==> config.mk <==
export PLATFORM = sky130hd
export DESIGN_NAME = pll_unlock_qual
export DESIGN_NICKNAME = d
export VERILOG_FILES = /design/src/rtl/pud_pkg.sv /design/src/rtl/pud_sync.sv /design/src/rtl/pud_width_meter.sv /design/src/rtl/pud_hold.sv /design/src/rtl/pll_unlock_qual.sv
export SDC_FILE = /design/constraint.sdc
export NUM_CORES = 1
export LEC_CHECK = 0
export BUFFER_PORTS_ARGS = -buffer_cell sky130_fd_sc_hd__buf_2
export CORE_UTILIZATION = 58
export DETAILED_ROUTE_END_ITERATION = 16
export GPL_TIMING_DRIVEN = 0
export MAX_ROUTING_LAYER = met4
export PLACE_DENSITY = 0.76
export SETUP_SLACK_MARGIN = 0.2
export SLEW_MARGIN = 15
export SYNTH_ARGS = -nofsm -noshare
export SYNTH_HDL_FRONTEND = slang
export SYNTH_SLANG_ARGS = --single-unit
==> constraint.sdc <==
create_clock -name clk -period 2.45 [get_ports clk]
set_input_delay 0.1225 -clock clk [delete_from_list [all_inputs] [get_ports clk]]
set_output_delay 0.1225 -clock clk [all_outputs]
set_load 0.03 [all_outputs]
==> src/rtl/pud_pkg.sv <==
package pud_pkg;
   typedef enum logic [1:0] {
      DET_OFF    = 2'b00,
      DET_RAW    = 2'b01,
      DET_NARROW = 2'b10,
      DET_WIDE   = 2'b11
   } det_mode_e;
endpackage

==> src/rtl/pud_sync.sv <==
module pud_sync #(
   parameter int STAGES = 2
) (
   input  logic clk,
   input  logic rst,
   input  logic d,
   output logic q
);
   logic [STAGES-1:0] chain;

   generate
      if (STAGES < 2) begin : g_bad_stages
         $error("pud_sync: STAGES must be at least 2");
      end
   endgenerate

   always_ff @(posedge clk) begin
      if (rst) chain <= '0;
      else     chain <= {chain[STAGES-2:0], d};
   end

   assign q = chain[STAGES-1];
endmodule

==> src/rtl/pud_width_meter.sv <==
module pud_width_meter #(
   parameter int THR_SHORT = 25,
   parameter int THR_LONG  = 50
) (
   input  logic clk,
   input  logic rst,
   input  logic clr,
   input  logic qual,
   input  logic sel_wide,
   input  logic err,
   output logic fire
);
   localparam int WCW = $clog2(THR_LONG + 1);

   logic [WCW-1:0] run_cnt;
   logic [WCW-1:0] thr;

   generate
      if (THR_SHORT < 1 || THR_LONG <= THR_SHORT) begin : g_bad_thr
         $error("pud_width_meter: need 1 <= THR_SHORT < THR_LONG");
      end
   endgenerate

   assign thr  = sel_wide ? WCW'(THR_LONG) : WCW'(THR_SHORT);
   assign fire = qual && err && (run_cnt >= thr);

   always_ff @(posedge clk) begin
      if (rst || clr || !err) run_cnt <= '0;
      else if (run_cnt < thr) run_cnt <= run_cnt + 1'b1;
   end

   // the run counter saturates and never passes the wide threshold
   assert_run_bound_R3: assert property (@(posedge clk) disable iff (rst)
      run_cnt <= WCW'(THR_LONG));

   // a declaration needs the error to have been high on the previous cycle as well
   assert_fire_needs_run_R3: assert property (@(posedge clk) disable iff (rst)
      fire |-> $past(err));
endmodule

==> src/rtl/pud_hold.sv <==
module pud_hold #(
   parameter int TICK_CYCLES = 50000
) (
   input  logic clk,
   input  logic rst,
   input  logic clr,
   input  logic fire,
   output logic active
);
   localparam int TCW = (TICK_CYCLES > 2) ? $clog2(TICK_CYCLES) : 1;

   logic [TCW-1:0] tick_cnt;
   logic           tick;
   logic [1:0]     hold;

   generate
      if (TICK_CYCLES < 2) begin : g_bad_tick
         $error("pud_hold: TICK_CYCLES must be at least 2");
      end
   endgenerate

   assign tick = (tick_cnt == TCW'(TICK_CYCLES - 1));

   always_ff @(posedge clk) begin
      if (rst || tick) tick_cnt <= '0;
      else             tick_cnt <= tick_cnt + 1'b1;
   end

   always_ff @(posedge clk) begin
      if (rst || clr)             hold <= 2'd0;
      else if (fire)              hold <= 2'd2;
      else if (tick && hold != 0) hold <= hold - 2'd1;
   end

   assign active = (hold != 2'd0);

   // every declaration (re)loads the full hold
   assert_reload_R7: assert property (@(posedge clk) disable iff (rst)
      (fire && !clr) |=> hold == 2'd2);

   // the hold only moves on a tick
   assert_hold_steady_R5: assert property (@(posedge clk) disable iff (rst)
      (!fire && !clr && !tick && hold != 2'd0) |=> $stable(hold));

   // the hold never leaves its two-step range
   assert_hold_range_R5: assert property (@(posedge clk) disable iff (rst)
      hold != 2'd3);
endmodule

==> src/rtl/pll_unlock_qual.sv <==
module pll_unlock_qual
   import pud_pkg::*;
#(
   parameter int CLK_HZ      = 50_000_000,
   parameter int SYNC_STAGES = 2,
   parameter int THR_SHORT   = CLK_HZ / 2_000_000,
   parameter int THR_LONG    = CLK_HZ / 1_000_000,
   parameter int TICK_CYCLES = CLK_HZ / 1000
) (
   input  logic       clk,
   input  logic       rst,
   input  logic       err_in,
   input  logic [1:0] mode_in,
   output logic       pad_out,
   output logic       pad_oe
);
   det_mode_e mode_r;
   logic      chg;
   logic      err_s;
   logic      qual;
   logic      fire;
   logic      hold_active;

   always_ff @(posedge clk) begin
      if (rst) mode_r <= DET_OFF;
      else     mode_r <= det_mode_e'(mode_in);
   end

   assign chg  = (mode_in != mode_r);
   assign qual = (mode_r == DET_NARROW) || (mode_r == DET_WIDE);

   pud_sync #(.STAGES(SYNC_STAGES)) u_sync (
      .clk (clk),
      .rst (rst),
      .d   (err_in),
      .q   (err_s)
   );

   pud_width_meter #(.THR_SHORT(THR_SHORT), .THR_LONG(THR_LONG)) u_meter (
      .clk      (clk),
      .rst      (rst),
      .clr      (chg),
      .qual     (qual),
      .sel_wide (mode_r == DET_WIDE),
      .err      (err_s),
      .fire     (fire)
   );

   pud_hold #(.TICK_CYCLES(TICK_CYCLES)) u_hold (
      .clk    (clk),
      .rst    (rst),
      .clr    (chg),
      .fire   (fire),
      .active (hold_active)
   );

   always_comb begin
      case (mode_r)
         DET_OFF: pad_out = 1'b1;
         DET_RAW: pad_out = !err_s;
         default: pad_out = !hold_active;
      endcase
   end

   assign pad_oe = (mode_r != DET_OFF);

   // a mode input of 00 releases the pad one edge later
   assert_off_released_R1: assert property (@(posedge clk) disable iff (rst)
      (!$past(rst) && $past(mode_in) == 2'b00) |-> (!pad_oe && pad_out));

   // a mode change drops any held unlock on the next cycle
   assert_mode_clear_R8: assert property (@(posedge clk) disable iff (rst)
      chg |=> !hold_active);

   // raw mode follows the error input with a two-edge delay
   generate
      if (SYNC_STAGES == 2) begin : g_raw_check
         assert_raw_follow_R2: assert property (@(posedge clk) disable iff (rst)
            (mode_r == DET_RAW && $past(mode_r) == DET_RAW && !$past(rst, 2))
               |-> pad_out == !$past(err_in, 2));
      end
   endgenerate
endmodule

==> impl_metrics.tcl <==
set metrics [dict create \
    drive_above_1_share 0.1235 \
    cts_resized 0 \
    whs_ns 0.02852 \
    die-area_um2 2507 \
    die_w_um 50.07 \
    start_util 0.6117 \
    totalWireLength_um 2446 \
    rsz0062_at_grt "no" \
    worst_pin_slew_ns 0.4422 \
    nets 173 \
    synth_top_area_share 0.4183 \
    ys_ff_latch 28 \
    postLayoutCellArea_um2 1478 \
    cts_tree "yes" \
    final-seq-area_um2 560.5 \
    clkLatencyLatePin_ns 0.32 \
    ys_seq_area_frac 0.4183 \
    multi_input_area_um2 745.7 \
    syn_nets 160 \
    syn_area_um2 1340 \
    numCtsBuffers 3 \
    drc 0 \
    cts_root_buffer "clkbuf_4" \
    clockBufferDepth 2 \
    finalClockSkew_ns 0.003641 \
    grt_pass1_vias 1094 \
    placed_cell_area_um2 1405 \
    drv_slew 0 \
    syn_area_per_cell_um2 8.934 \
    finalCritPeriodShare 0.8166 \
    grt_antenna_before_repair 0 \
    synthArstFlopShare 0 \
    power_density_nw_per_um2 543.6 \
    ys_types 35 \
    wl_per_cell_um 12.87 \
    pin_count 7 \
    slew_headroom 0.7052 \
    viasPerCell 5.679 \
    ant_nets 0 \
    setup_tns_ns 0 \
    place_hpwl_um 1821 \
    n_antenna_cell 0 \
    fp-row-count 17 \
    yosys_warnings 0 \
    nFillCells 194 \
    critical_path_class "reg2reg" \
    hold_violations 0 \
    setup_violations 0 \
    drt_pre_antenna_iters 4 \
    gp_congestion 0.8324 \
    hold_path_class "in2reg" \
    cp-start-kind "register" \
    grt_use_total 0.2394 \
    grt_overflow 0 \
    yosysTopAreaCell "dfxtp_1" \
    period_minus_slack_ns 2.001 \
    cts.clk_slew.worst_paths_ns 0.14 \
    clock-sinks 28 \
    syn_inst 150 \
    grt_pass1_wl_um 4450 \
    synthFlopType "dfxtp_1" \
    via_count 1079 \
    cp_max_fo 6 \
    portBuffers 6 \
    dr.first_iter.drc_count 9 \
    cp_data_required_time_ns 2.71 \
    synth_edf_count 0 \
    worstSetupEndpointType "register" \
    final_cell_mix "dfxtp_1 (28), nor2_1 (19), nand3_1 (11)" \
    leakage_uw 0.0005329 \
    h-tree-depth 1 \
    die_height_um 50.07 \
    grt_max_degree 17 \
    netlist_top_cells_area "dfxtp_1 (42%), xnor2_1 (5.9%), xor2_1 (5.9%)" \
    max_freq_ghz 0.4998 \
    vdd_drop_max_uv 515.6 \
    maxCapViolations 0 \
    status "finished clean" \
    layout_commonest_cell "dfxtp_1" \
    critPathArrivalTime_ns 2.26 \
    core-area_um2 2191 \
    area_growth_pct 10.27 \
]
[per-layer routing]
metal  global-route usage  wire length (um)
met1               0.2962              1158
met2               0.3667              1180
met3              0.04321                63
met4               0.1286                43
met5                    -                 0
[sequential cells by signal, indices dropped and copies added (netlist names)]
signal and flops:
u_hold.hold 2, u_sync.chain 2, mode_r 2, u_meter.run_cnt 6, u_hold.tick_cnt 16
[critical path, cell delays in order, from the launching register on]
cell	delay, ns
dfxtp_1	0.46
and2_4	0.20
inv_2	0.07
ha_1	0.29
a21oi_1	0.17
nor3_1	0.12
or4_1	0.48
a21oi_1	0.15
[synth_stat cells (all sizes together), types with 2 or more instances]
cell	number
mux2	2
and3	4
and4	2
a21oi	9
or4	2
nand4	5
xnor2	9
nor3	3
inv	8
or3	2
nand2	6
ha	5
o21ai	6
nor2b	5
nor4bb	2
nand3	11
xor2	9
nor2	19
dfxtp	28
and2	2
[through the flow]
stage / setup WS, ns / util / power (uW) / std cells
after floorplan: 0.6768 / - / 503.0 / 150
after global placement: 0.5419 / 0.6413 / 513.2 / 184
after detailed placement: 0.4969 / 0.6413 / 514.4 / 184
after CTS: 0.4502 / 0.6745 / 812.6 / 190
after global routing: 0.2878 / 0.6745 / 832.9 / 190
final: 0.4493 / 0.6745 / 803.3 / 190
[power by group]
part | switching (uW) | leakage, uW | internal, uW
sequential | 6.47 | 0.000227 | 463
combinational | 19.7 | 0.000278 | 17.5
clock | 131 | 0.0000279 | 165
[area by class of cell]
type / instances / share of cell area
sequential: 28 / 0.3793
clock buffer: 3 / 0.01524
tap: 28 / 0.02371
inverter: 8 / 0.02032
clock inverter: 1 / 0.02032
multi-input combinational: 113 / 0.5047
timing repair buffer: 8 / 0.03387
buffer: 1 / 0.002540
[what timing repair did]
action / in CTS / in global routing
hold buffers: 2 / 0
buffers inserted: 0 / 0
hold endpoints to repair: 3 / 0
[final timing paths]
check                      from                 end  slack [ns]  depth (start not counted)
max                   mode_r[1]  u_meter.run_cnt[5]        0.45                          7
min                  mode_in[0]           mode_r[0]        0.03                          2
max reg2reg           mode_r[1]  u_meter.run_cnt[5]        0.45                          7
min reg2reg  u_hold.tick_cnt[0]  u_hold.tick_cnt[0]        0.46                          1
[cell families after synthesis]
| kind of cell | synth area share |
|---|---|
| flops | 0.4183 |
| mux | 0.01681 |
| xor+xnor | 0.1177 |
| compound gates | 0.09151 |
| simple gates | 0.2839 |
| buf+inv | 0.02521 |
| fa+ha+maj | 0.04669 |
Note: power is estimated with default switching activity, not from simulation.
